==> src/rtl/pdma_pkg.sv <==
package pdma_pkg;

  // Deepest burst the request may cover.
  localparam int unsigned MAX_BURST = 16;

  // Transfer direction as seen from the packet buffer.
  typedef enum logic {
    DIR_BUF_TO_MEM = 1'b0,
    DIR_MEM_TO_BUF = 1'b1
  } xfer_dir_e;

endpackage

==> src/rtl/pdma_pin_io.sv <==
// Pin-level polarity handling: decodes the acknowledge pin and drives
// the request pin from a register.
module pdma_pin_io (
  input  logic clk,
  input  logic rst,
  input  logic req_pol,
  input  logic ack_pol,
  input  logic dack_pin,
  input  logic req_d,
  output logic ack_act,
  output logic dreq_pin
);

  logic dreq_q;

  assign ack_act  = ack_pol ? dack_pin : ~dack_pin;
  assign dreq_pin = dreq_q;

  always_ff @(posedge clk) begin
    if (rst) begin
      dreq_q <= ~req_pol;
    end else begin
      dreq_q <= req_pol ? req_d : ~req_d;
    end
  end

endmodule

==> src/rtl/pdma_counters.sv <==
// Transfer counter, buffer byte counter, short-packet flag and the
// per-request burst counter.
module pdma_counters #(
  parameter int unsigned CNT_W = 16,
  parameter int unsigned LEN_W = 11,
  parameter int unsigned BL_W  = 4
) (
  input  logic             clk,
  input  logic             rst,
  input  logic             arm,
  input  logic [CNT_W-1:0] xfer_count,
  input  logic             pkt_valid,
  input  logic [LEN_W-1:0] pkt_len,
  input  logic             pkt_short,
  input  logic             mv,
  input  logic             burst_clr,
  input  logic             short_clr,
  output logic [CNT_W-1:0] rem,
  output logic [BL_W-1:0]  burst_cnt,
  output logic             short_f,
  output logic             rem_zero,
  output logic             rem_last,
  output logic             avail_zero,
  output logic             avail_last
);

  logic [LEN_W-1:0] avail_q;
  logic             pkt_take;

  assign pkt_take   = pkt_valid && (avail_q == '0);
  assign rem_zero   = (rem == '0);
  assign rem_last   = (rem == CNT_W'(1));
  assign avail_zero = (avail_q == '0);
  assign avail_last = (avail_q == LEN_W'(1));

  // Transfer byte counter, floor at zero.
  always_ff @(posedge clk) begin
    if (rst) begin
      rem <= '0;
    end else if (arm) begin
      rem <= xfer_count;
    end else if (mv && !rem_zero) begin
      rem <= rem - 1'b1;
    end
  end

  // Bytes still in (or room still left in) the current packet.
  always_ff @(posedge clk) begin
    if (rst) begin
      avail_q <= '0;
    end else if (mv) begin
      avail_q <= avail_q - 1'b1;
    end else if (pkt_take) begin
      avail_q <= pkt_len;
    end
  end

  always_ff @(posedge clk) begin
    if (rst) begin
      short_f <= 1'b0;
    end else if (pkt_take) begin
      short_f <= pkt_short;
    end else if (short_clr) begin
      short_f <= 1'b0;
    end
  end

  // Bytes moved under the current request assertion.
  always_ff @(posedge clk) begin
    if (rst || burst_clr) begin
      burst_cnt <= '0;
    end else if (mv) begin
      burst_cnt <= burst_cnt + 1'b1;
    end
  end


  avail_nonzero_chk: assert property (@(posedge clk) disable iff (rst)
    mv |-> !avail_zero);

endmodule

==> src/rtl/pdma_req_ctrl.sv <==
// Request sequencing: decides when the request rises and falls, when a
// byte is accepted, and when the transfer ends.
module pdma_req_ctrl
  import pdma_pkg::*;
#(
  parameter int unsigned BL_W = 4
) (
  input  logic            clk,
  input  logic            rst,
  input  logic            arm,
  input  xfer_dir_e       dir,
  input  logic            burst_mode,
  input  logic [BL_W-1:0] burst_len,
  input  logic            eot_cnt_en,
  input  logic            eot_short_en,
  input  logic            ack_act,
  input  logic            rem_zero,
  input  logic            rem_last,
  input  logic            avail_zero,
  input  logic            avail_last,
  input  logic            short_f,
  input  logic [BL_W-1:0] burst_cnt,
  output logic            req_d,
  output logic            req_q,
  output logic            mv,
  output logic            short_clr,
  output logic            busy,
  output logic            done,
  output logic            eot
);

  logic short_ok;
  logic burst_last;
  logic eot_mv;
  logic eot_idle;
  logic eot_now;

  assign mv         = busy && req_q && ack_act;
  assign short_ok   = eot_short_en && (dir == DIR_BUF_TO_MEM) && short_f;
  assign burst_last = (burst_cnt == burst_len);

  // End on the byte that empties the count or the short packet.
  assign eot_mv   = mv && ((eot_cnt_en && rem_last) || (short_ok && avail_last));
  // End with no byte: zero count at arm or an empty short packet.
  assign eot_idle = busy && !req_q &&
                    ((eot_cnt_en && rem_zero) || (short_ok && avail_zero));
  assign eot_now  = eot_mv || eot_idle;

  assign short_clr = eot_now && short_ok && (mv ? avail_last : avail_zero);

  always_comb begin
    if (arm || !busy || eot_now) begin
      req_d = 1'b0;
    end else if (req_q) begin
      req_d = !(mv && (!burst_mode || burst_last || avail_last));
    end else begin
      req_d = !avail_zero;
    end
  end

  always_ff @(posedge clk) begin
    if (rst) begin
      req_q <= 1'b0;
      busy  <= 1'b0;
      done  <= 1'b0;
      eot   <= 1'b0;
    end else begin
      req_q <= req_d;
      eot   <= eot_now;
      if (arm) begin
        busy <= 1'b1;
        done <= 1'b0;
      end else if (eot_now) begin
        busy <= 1'b0;
        done <= 1'b1;
      end
    end
  end


  single_gap_chk: assert property (@(posedge clk) disable iff (rst)
    (mv && !burst_mode) |=> !req_q);


  burst_bound_chk: assert property (@(posedge clk) disable iff (rst)
    (req_q && burst_mode && $stable(burst_len)) |-> (burst_cnt <= burst_len));


  done_quiet_chk: assert property (@(posedge clk) disable iff (rst)
    done |-> !req_q);

endmodule

==> src/rtl/pdma_datapath.sv <==
// Byte lanes between the DMA controller and the packet buffer.
module pdma_datapath
  import pdma_pkg::*;
#(
  parameter int unsigned DATA_W = 8
) (
  input  logic              clk,
  input  logic              rst,
  input  logic              mv,
  input  xfer_dir_e         dir,
  input  logic [DATA_W-1:0] buf_rdata,
  input  logic [DATA_W-1:0] dma_wdata,
  output logic              buf_rd_stb,
  output logic              buf_wr_stb,
  output logic [DATA_W-1:0] buf_wdata,
  output logic [DATA_W-1:0] dma_rdata
);

  always_ff @(posedge clk) begin
    if (rst) begin
      buf_rd_stb <= 1'b0;
      buf_wr_stb <= 1'b0;
      buf_wdata  <= '0;
      dma_rdata  <= '0;
    end else begin
      buf_rd_stb <= mv && (dir == DIR_BUF_TO_MEM);
      buf_wr_stb <= mv && (dir == DIR_MEM_TO_BUF);
      if (mv && (dir == DIR_BUF_TO_MEM)) begin
        dma_rdata <= buf_rdata;
      end
      if (mv && (dir == DIR_MEM_TO_BUF)) begin
        buf_wdata <= dma_wdata;
      end
    end
  end


  stb_excl_chk: assert property (@(posedge clk) disable iff (rst)
    $onehot0({buf_rd_stb, buf_wr_stb}));

endmodule

==> src/rtl/pdma_handshake.sv <==
module pdma_handshake
  import pdma_pkg::*;
#(
  parameter int unsigned CNT_W  = 16,
  parameter int unsigned LEN_W  = 11,
  parameter int unsigned DATA_W = 8,
  parameter int unsigned BL_W   = $clog2(MAX_BURST)
) (
  input  logic              clk,
  input  logic              rst,
  input  logic              arm,
  input  logic              cfg_dir_wr,
  input  logic              cfg_burst,
  input  logic [BL_W-1:0]   cfg_burst_len,
  input  logic              cfg_req_pol,
  input  logic              cfg_ack_pol,
  input  logic              cfg_eot_cnt_en,
  input  logic              cfg_eot_short_en,
  input  logic [CNT_W-1:0]  xfer_count,
  input  logic              pkt_valid,
  input  logic [LEN_W-1:0]  pkt_len,
  input  logic              pkt_short,
  output logic              dreq_pin,
  input  logic              dack_pin,
  input  logic [DATA_W-1:0] dma_wdata,
  output logic [DATA_W-1:0] dma_rdata,
  input  logic [DATA_W-1:0] buf_rdata,
  output logic              buf_rd_stb,
  output logic              buf_wr_stb,
  output logic [DATA_W-1:0] buf_wdata,
  output logic              eot,
  output logic              done,
  output logic [CNT_W-1:0]  xfer_left
);

  xfer_dir_e       dir;
  logic            ack_act;
  logic            req_d;
  logic            req_q;
  logic            mv;
  logic            short_clr;
  logic            busy;
  logic            short_f;
  logic            rem_zero;
  logic            rem_last;
  logic            avail_zero;
  logic            avail_last;
  logic [BL_W-1:0] burst_cnt;

  assign dir = xfer_dir_e'(cfg_dir_wr);

  pdma_pin_io u_pins (
    .clk      (clk),
    .rst      (rst),
    .req_pol  (cfg_req_pol),
    .ack_pol  (cfg_ack_pol),
    .dack_pin (dack_pin),
    .req_d    (req_d),
    .ack_act  (ack_act),
    .dreq_pin (dreq_pin)
  );

  pdma_counters #(
    .CNT_W (CNT_W),
    .LEN_W (LEN_W),
    .BL_W  (BL_W)
  ) u_cnt (
    .clk        (clk),
    .rst        (rst),
    .arm        (arm),
    .xfer_count (xfer_count),
    .pkt_valid  (pkt_valid),
    .pkt_len    (pkt_len),
    .pkt_short  (pkt_short),
    .mv         (mv),
    .burst_clr  (!req_q),
    .short_clr  (short_clr),
    .rem        (xfer_left),
    .burst_cnt  (burst_cnt),
    .short_f    (short_f),
    .rem_zero   (rem_zero),
    .rem_last   (rem_last),
    .avail_zero (avail_zero),
    .avail_last (avail_last)
  );

  pdma_req_ctrl #(
    .BL_W (BL_W)
  ) u_ctrl (
    .clk          (clk),
    .rst          (rst),
    .arm          (arm),
    .dir          (dir),
    .burst_mode   (cfg_burst),
    .burst_len    (cfg_burst_len),
    .eot_cnt_en   (cfg_eot_cnt_en),
    .eot_short_en (cfg_eot_short_en),
    .ack_act      (ack_act),
    .rem_zero     (rem_zero),
    .rem_last     (rem_last),
    .avail_zero   (avail_zero),
    .avail_last   (avail_last),
    .short_f      (short_f),
    .burst_cnt    (burst_cnt),
    .req_d        (req_d),
    .req_q        (req_q),
    .mv           (mv),
    .short_clr    (short_clr),
    .busy         (busy),
    .done         (done),
    .eot          (eot)
  );

  pdma_datapath #(
    .DATA_W (DATA_W)
  ) u_dp (
    .clk        (clk),
    .rst        (rst),
    .mv         (mv),
    .dir        (dir),
    .buf_rdata  (buf_rdata),
    .dma_wdata  (dma_wdata),
    .buf_rd_stb (buf_rd_stb),
    .buf_wr_stb (buf_wr_stb),
    .buf_wdata  (buf_wdata),
    .dma_rdata  (dma_rdata)
  );


  quiet_after_done_chk: assert property (@(posedge clk) disable iff (rst)
    (done && !arm) |=> (!buf_rd_stb && !buf_wr_stb));

endmodule

==> config.mk <==
export PLATFORM = sky130hd
export DESIGN_NAME = pdma_handshake
export DESIGN_NICKNAME = d
export VERILOG_FILES = /design/src/rtl/pdma_pkg.sv /design/src/rtl/pdma_pin_io.sv /design/src/rtl/pdma_counters.sv /design/src/rtl/pdma_req_ctrl.sv /design/src/rtl/pdma_datapath.sv /design/src/rtl/pdma_handshake.sv
export SDC_FILE = /design/constraint.sdc
export NUM_CORES = 1
export LEC_CHECK = 0
export ABC_AREA = 1
export BUFFER_PORTS_ARGS = -buffer_cell sky130_fd_sc_hd__buf_4
export CAP_MARGIN = 10
export CELL_PAD_IN_SITES_DETAIL_PLACEMENT = 0
export CELL_PAD_IN_SITES_GLOBAL_PLACEMENT = 1
export CORE_ASPECT_RATIO = 1.5
export CORE_MARGIN = 5
export CORE_UTILIZATION = 38
export DETAILED_ROUTE_END_ITERATION = 8
export PLACE_DENSITY_LB_ADDON = 0.25
export SLEW_MARGIN = 15
export SYNTH_ARGS = -nofsm -noshare
export SYNTH_HDL_FRONTEND = slang
export SYNTH_SLANG_ARGS = --single-unit
==> constraint.sdc <==
create_clock -name clk -period 2.2 [get_ports clk]
set_input_delay 0.33 -clock clk [delete_from_list [all_inputs] [get_ports clk]]
set_output_delay 0.33 -clock clk [all_outputs]
set_load 0.03 [all_outputs]
==> impl_results.md, run 1 <==
- Status: complete, no violations
- Crit path DAT: 1.91 ns
- Setup WS post-layout: 0.4795 ns
- Detailed Routing Iterations Pass 1: 4
- WS Path Type: reg -> reg
- Total track usage: 0.1767
- Iter 0 DRT Violations: 108
- Die span in x: 82.69 um
- Fraction of layout cells with a size suffix above 1: 0.2595
- Max IR drop VDD: 0.3535 mV
- Cell type with the largest total area after synthesis: dfxtp_1
- First-pass GRT wire length: 13.60 mm
- Post_cts resized: 0
- Drt total wl: 8.582 mm
- Die height: 119.0 um
- Most area-consuming cells after synthesis: dfxtp_1 37%, nor2_1 10%, nand2_1 9.5%
- Final hold violations: 0
- Distinct cells, synth: 38
- Worst-path clk slew: 0.08 ns
- Reg area: 1101 sq um
- Reg2reg setup slack: 0.48 ns
- Fin cells: 626
- Setup TNS: 0 ns
- DR WL met3: 411 um
- Register bit total from synthesis: 55
- Slew Limit Headroom: 0.6730
- Crit path max fanout: 15
- Vias in the first global route: 2,910
- CP Capture Type: register
- Area occupied by multi-input gates: 1690 sq um
- Cells after Synth: 431
- Root buffer cell: clkbuf_16
- CTS tree: done
- Area growth syn-to-layout: 30.99%
- Maximum root-to-sink buffer count: 2
- Antenna cell count: 0
- Ys Warns: 0
- Post-synth top area share: 0.3656
- DP Wirelength: 6.587 mm
- Post-route ant nets: 0
- DRC: 0
- Number of setup buffers added after CTS: 0
- Placed insts: 618
- Placed inst area: 3792 sq um
- TritonCTS Buffers: 5
- P_leak: 0.001822 uW
- Initial Util: 0.3931
- RSZ-0062 raised after global routing: no
- Largest net degree at the start of global routing: 23
- Hold EP: u_dp.dma_rdata[2]$_SDFFE_PP0P_
- Hold depth: 3
- Seq/Total Area, Yosys: 0.3656
- Met2 wire len: 4.655 mm
- PD cells: 802.7 nW/um^2
- Worst r2r src: u_ctrl.req_q$_SDFF_PP0_
- Slew Viols, Final: 0
- Clock Sinks: 55
- Initial antenna violation count: 0
- WHS: 0.2575 ns
- Boundary Pins: 96
- WL met1: 3.345 mm
- Fmax achieved: 581.2 MHz
- RR Endpoint: u_cnt.avail_q[1]$_SDFFE_PP0P_
- DR top layer: met4
- Worst reg2reg path depth: 9
- Mapped Avg Cell Area: 6.988 sq um
- Fin crit period: 1.720 ns
- Hold path startpoint: buf_rdata[2]
- Row cnt: 39
- Period utilization: 0.7820
- Layout Nets: 589
- Routed length per instance: 13.71 um
- Slew @ Worst Pin: 0.4900 ns
- Worst-Skew Late Latency: 0.30 ns
- Routability cong.: 0.8463
- Number of hold buffers added after cts: 0
- Design Area, Final: 3945 sq um
- Final setup skew: 0.01013 ns
- Startpoint Class: register
- Buffers on Ports: 95
- Final Setup Violations: 0
- Grt ovf: 0
- Fillers: 801
- Via count: 3,031
- CTS H-tree lvls: 2
- Synth Net Count: 497
- Cell area after synthesis: 3012 sq um
- CP required: 2.39 ns
- Die area: 9843 sq um
- Worst hold path class: in -> reg
- Max Cap Violations: 0
- Via density per instance: 4.842
- Core region area: 7661 sq um
- Pre-CTS setup slack: 0.4535 ns
worst max-delay path by stage:
stage | to | start | cells past startpoint
2_1_floorplan | u_cnt.rem[8]$_SDFFE_PP0P_ | u_cnt.rem[0]$_SDFFE_PP0P_ | 9
3_3_place_gp | u_cnt.avail_q[1]$_SDFFE_PP0P_ | cfg_ack_pol | 9
3_5_place_dp | u_cnt.avail_q[1]$_SDFFE_PP0P_ | dack_pin | 9
4_1_cts | u_cnt.avail_q[1]$_SDFFE_PP0P_ | u_ctrl.req_q$_SDFF_PP0_ | 9
5_1_grt | u_cnt.avail_q[1]$_SDFFE_PP0P_ | u_ctrl.req_q$_SDFF_PP0_ | 9
6_report | u_cnt.avail_q[1]$_SDFFE_PP0P_ | u_ctrl.req_q$_SDFF_PP0_ | 9
registers in the layout (all words and copies together), names as in the netlist:
register,cells
u_ctrl.done,1
u_ctrl.req_q,1
u_dp.buf_wdata,8
u_ctrl.busy,1
u_dp.dma_rdata,8
u_cnt.short_f,1
u_ctrl.eot,1
u_dp.buf_wr_stb,1
u_dp.buf_rd_stb,1
u_cnt.burst_cnt,4
u_cnt.rem,16
u_cnt.avail_q,11
u_pins.dreq_pin,1
metal layers:
layer	vias to the layer above	global-route usage
li1	1582	-
met1	1372	0.2013
met2	66	0.3193
met3	11	0.03021
met4	0	0.06339
met5	-	0
power by group:
group | internal [uW] | switching (uW) | total (uW)
Sequential | 1100 | 97.0 | 1190
Clock | 435 | 399 | 834
Combinational | 429 | 710 | 1140
layout by cell type (no fill, tap or decap), types with 2 or more instances in the layout:
cell type / n
clkbuf_16: 5
nand2_1: 76
ha_1: 7
nor2_4: 7
o21ai_0: 40
nor2_2: 6
nor2_1: 84
nor3b_1: 3
nand3_2: 3
buf_4: 98
o21ai_1: 6
dfxtp_1: 55
nand2_2: 5
inv_1: 31
a31oi_1: 7
xor2_1: 10
a21oi_1: 25
xnor2_1: 5
nand3_1: 22
inv_2: 3
nand4_1: 6
or2_2: 2
stage by stage:
step / power (uW) / util
after floorplan: 2058 / -
after global placement: 2345 / 0.4950
after detailed placement: 2357 / 0.4950
after CTS: 3197 / 0.5149
after global routing: 3391 / 0.5149
final: 3167 / 0.5149
final cells by class:
cell class	count	share of cell area
clock buffer	5	0.03172
clock inverter	3	0.006977
inverter	36	0.03489
multi-input combinational	327	0.4285
sequential	55	0.2791
tap	102	0.03235
timing repair buffer	98	0.1865
cell families (layout without fill, tap and decap cells):
logic type	count (synthesis)	after routing	share of synthesized area
AND/OR/NAND/NOR	220	220	0.3369
AO/OA/AOI/OAI	85	85	0.1516
flip-flops	55	55	0.3656
buffers and inverters	49	142	0.07312
XOR/XNOR	15	15	0.04362
adder cells (fa/ha/maj)	7	7	0.02908
critical path: stages, from the launching register on:
cell	delay [ns]
dfxtp_1	0.38
nand2_1	0.07
clkinv_1	0.06
nand2_2	0.06
nor2_4	0.31
inv_4	0.16
nand2_2	0.22
inv_1	0.14
o21ai_0	0.17
a21oi_1	0.05
synthesized netlist by cell type, drive strengths merged:
cell type,count
buf,5
nand2,82
nor3b,3
a22oi,1
nand4,6
nand3,26
clkbuf,8
o31ai,2
a31oi,7
o21ai,46
nor3,1
or2,2
o21a,1
nor2,97
dfxtp,55
xnor2,5
clkinv,1
xor2,10
a21oi,25
and3,1
nand3b,1
a211oi,1
ha,7
o211ai,1
o21bai,1
and2,1
inv,35
No activity file was read; power rests on OpenSTA's default activity.
==> run 2: changes to the inputs <==
Settings changed: ABC_AREA 1 to 0, CORE_UTILIZATION 38 to 36.
Clock period 2.2 ns to 1.7 ns, I/O delays scaled along.
==> run 2 against run 1 <==
  * The flow now finishes with violations (negative setup slack)
  * Die area down 2.1%
  * Non-clock buffer count increased by 59
  * First-iteration DRC count down 38%
  * Total power grew 52%
  * Sequential power up 29%
  * Sequential cell count stayed put
  * Combinational power increased by 96%
  * Critical path depth is 3 lower
  * Clock power rose by 25%
  * Critical path type unchanged
  * Critical endpoint is now u_cnt.rem[14]$_SDFFE_PP0P_
==> impl_results.md, run 2 <==
- Seq/Total Area, Yosys: 0.3952
- CP Buf/Inv Count: 1
- EDFF count, synth: 0
- Slew Viols, Final: 0
- Core region area: 7612 sq um
- Failing checks: negative setup slack
- Grt ovf: 0
- Root buffer cell: clkbuf_16
- DRC: 0
- Placed insts: 572
- Fin cells: 585
- Crit path max fanout: 8
- Worst hold path class: in -> reg
- PD cells: 1084 nW/um^2
- Status: finished with violations
- Slew Limit Headroom: 0.7420
- Drt total wl: 8.112 mm
- Setup WS post-layout: -0.2565 ns
- Async SR Flop Fraction: 0
- Final Setup Violations: 19
- Most common cell in the synthesized netlist: dfxtp_1
- Slew @ Worst Pin: 0.3835 ns
- Maximum root-to-sink buffer count: 2
- RSZ-0062 raised after global routing: yes
- Fraction of layout cells with a size suffix above 1: 0.4596
- CP Cell Sequence: or4_4, o41ai_4, buf_6, nor4_2, xor2_1, o21a_1
- Routed length per instance: 13.87 um
- Area occupied by multi-input gates: 1740 sq um
- First-pass GRT wire length: 13.50 mm
- Most frequent cells in the layout: 148 x buf_4, 45 x dfxtp_1, 41 x a21oi_1
- Via density per instance: 4.983
- Worst-Skew Late Latency: 0.30 ns
- Iter 0 DRT Violations: 67
- Fillers: 747
- Cell area after synthesis: 2786 sq um
- Routability cong.: 0.7980
- CP max stage delay: 0.59 ns
- Crit path DAT: 2.15 ns
- Boundary Pins: 96
- Primary FF master, synth: dfxtp_1
- Mapped Avg Cell Area: 8.318 sq um
- Max IR drop VDD: 0.7053 mV
- Buffers on Ports: 95
- Vias in the first global route: 2,986
- Initial antenna violation count: 0
- Distinct cells, synth: 43
- Largest net degree at the start of global routing: 50
- Largest registers: u_cnt.rem (16), u_cnt.avail_q (11)
- Most area-consuming cells after synthesis: dfxtp_1 40%, a21oi_1 7.7%, xor2_1 5.7%
- Fin crit period: 1.956 ns
- Detailed Routing Iterations Pass 1: 4
- Number of hold buffers added after cts: 0
- CP required: 1.89 ns
- CP Capture Type: register
- Ys Warns: 0
- Area growth syn-to-layout: 59.54%
- WS Path Type: reg -> reg
- Commonest non-fill, non-tap cell in the layout: buf_4
- Fmax achieved: 511.1 MHz
- Worst-path clk slew: 0.07 ns
- Total track usage: 0.1763
- Layout Nets: 548
- Row cnt: 39
- Reg area: 1124 sq um
- Via count: 2,915
- Reg with most FFs: u_cnt.rem
- Max FFs per register: 16
- CTS tree: done
- P_leak: 0.001938 uW
- Clock Sinks: 55
- Post-route ant nets: 0
- Max Cap Violations: 0
- CTS H-tree lvls: 2
- TritonCTS Buffers: 5
- Synth Net Count: 401
- DP Wirelength: 6.107 mm
- Die span in x: 81.84 um
- Period utilization: 1.151
- Antenna cell count: 0
- Crit-path leading delay family: simple AND/OR/NAND/NOR gates
- Startpoint Class: register
- Cells after Synth: 335
- Register bit total from synthesis: 55
- Post-synth top area share: 0.3952
- Slowest cell on crit path: or4_4
- Die area: 9636 sq um
- Final hold violations: 0
- Pwr Total: 4820 uW
- Die height: 117.8 um
- Final setup skew: 0.004175 ns
- Synth top cells by count: 55 x dfxtp_1, 43 x a21oi_1, 31 x nand2_1
- Cell type with the largest total area after synthesis: dfxtp_1
- Initial Util: 0.3660
==> run 2: logic make-up (layout without fill, tap and decap cells) <==
kind of cell | count (synthesis) | in the layout | synth area share
AND/OR/NAND/NOR | 121 | 121 | 0.2335
AO/OA/AOI/OAI | 86 | 86 | 0.1949
flip-flops | 55 | 55 | 0.3952
buffers and inverters | 38 | 186 | 0.05658
XOR/XNOR | 27 | 27 | 0.08487
adder cells (fa/ha/maj) | 7 | 7 | 0.03143
multiplexers | 1 | 1 | 0.003592
==> run 2: power by group <==
| part | switching, uW | internal [uW] | leakage (uW) |
|---|---|---|---|
| clock network | 490 | 553 | 0.0000743 |
| logic | 1090 | 1150 | 0.00141 |
| registers | 86.0 | 1460 | 0.000454 |
| total | 1660 | 3160 | 0.00194 |
==> run 2: through the flow <==
stage	instance area, sq um	TNS [ns]	setup WS [ns]	utilization	hold slack (ns)
floorplan	2894	-5.310	-0.3913	-	0.3534
global placement	4096	-4.172	-0.2446	0.5381	0.4433
detailed placement	4096	-4.910	-0.2890	0.5381	0.4466
CTS	4343	-4.047	-0.2427	0.5705	0.1412
global route	4446	-5.106	-0.3181	0.5840	0.1487
finish	4446	-3.727	-0.2565	0.5840	0.1444
==> run 2: routing by layer <==
metal | up-vias | track usage | routed length, um
met1 | 1359 | 0.1896 | 3059
met3 | 7 | 0.04977 | 551
met5 | - | 0 | 0
met2 | 73 | 0.3158 | 4383
li1 | 1476 | - | -
met4 | 0 | 0.06341 | 118
==> run 2: worst paths after layout <==
kind	start	cells after the start	endpoint	slack, ns
setup / recovery	u_cnt.rem[8]$_SDFFE_PP0P_	6	u_cnt.rem[14]$_SDFFE_PP0P_	-0.26
hold / removal	cfg_req_pol	2	u_pins.dreq_pin$_DFF_P_	0.14
setup reg to reg	u_cnt.rem[8]$_SDFFE_PP0P_	6	u_cnt.rem[14]$_SDFFE_PP0P_	-0.26
hold reg to reg	u_dp.buf_wdata[1]$_SDFFE_PP0P_	2	u_dp.buf_wdata[1]$_SDFFE_PP0P_	0.46
==> run 2: layout make-up <==
cell class,count,share of cell area
Clock buffer,5,0.02815
Clock inverter,3,0.005348
Inverter,21,0.01886
Multi-Input combinational cell,242,0.3915
Sequential cell,55,0.2527
Tap cell,102,0.02871
Timing Repair Buffer,157,0.2747
==> run 2: repair_timing <==
item                                    CTS  global route
endpoints found under the setup margin   31            41
buffers inserted                          4             1
pin swaps                                11            18
resized for setup                        15            24
==> run 2: worst register-to-register path, delay by kind of cell (launching register included) <==
family	cells	cell delay (ns)
AND/OR/NAND/NOR	2	0.65
buffers and inverters	1	0.21
flip-flops	1	0.32
AO/OA/AOI/OAI	2	0.55
XOR/XNOR	1	0.14
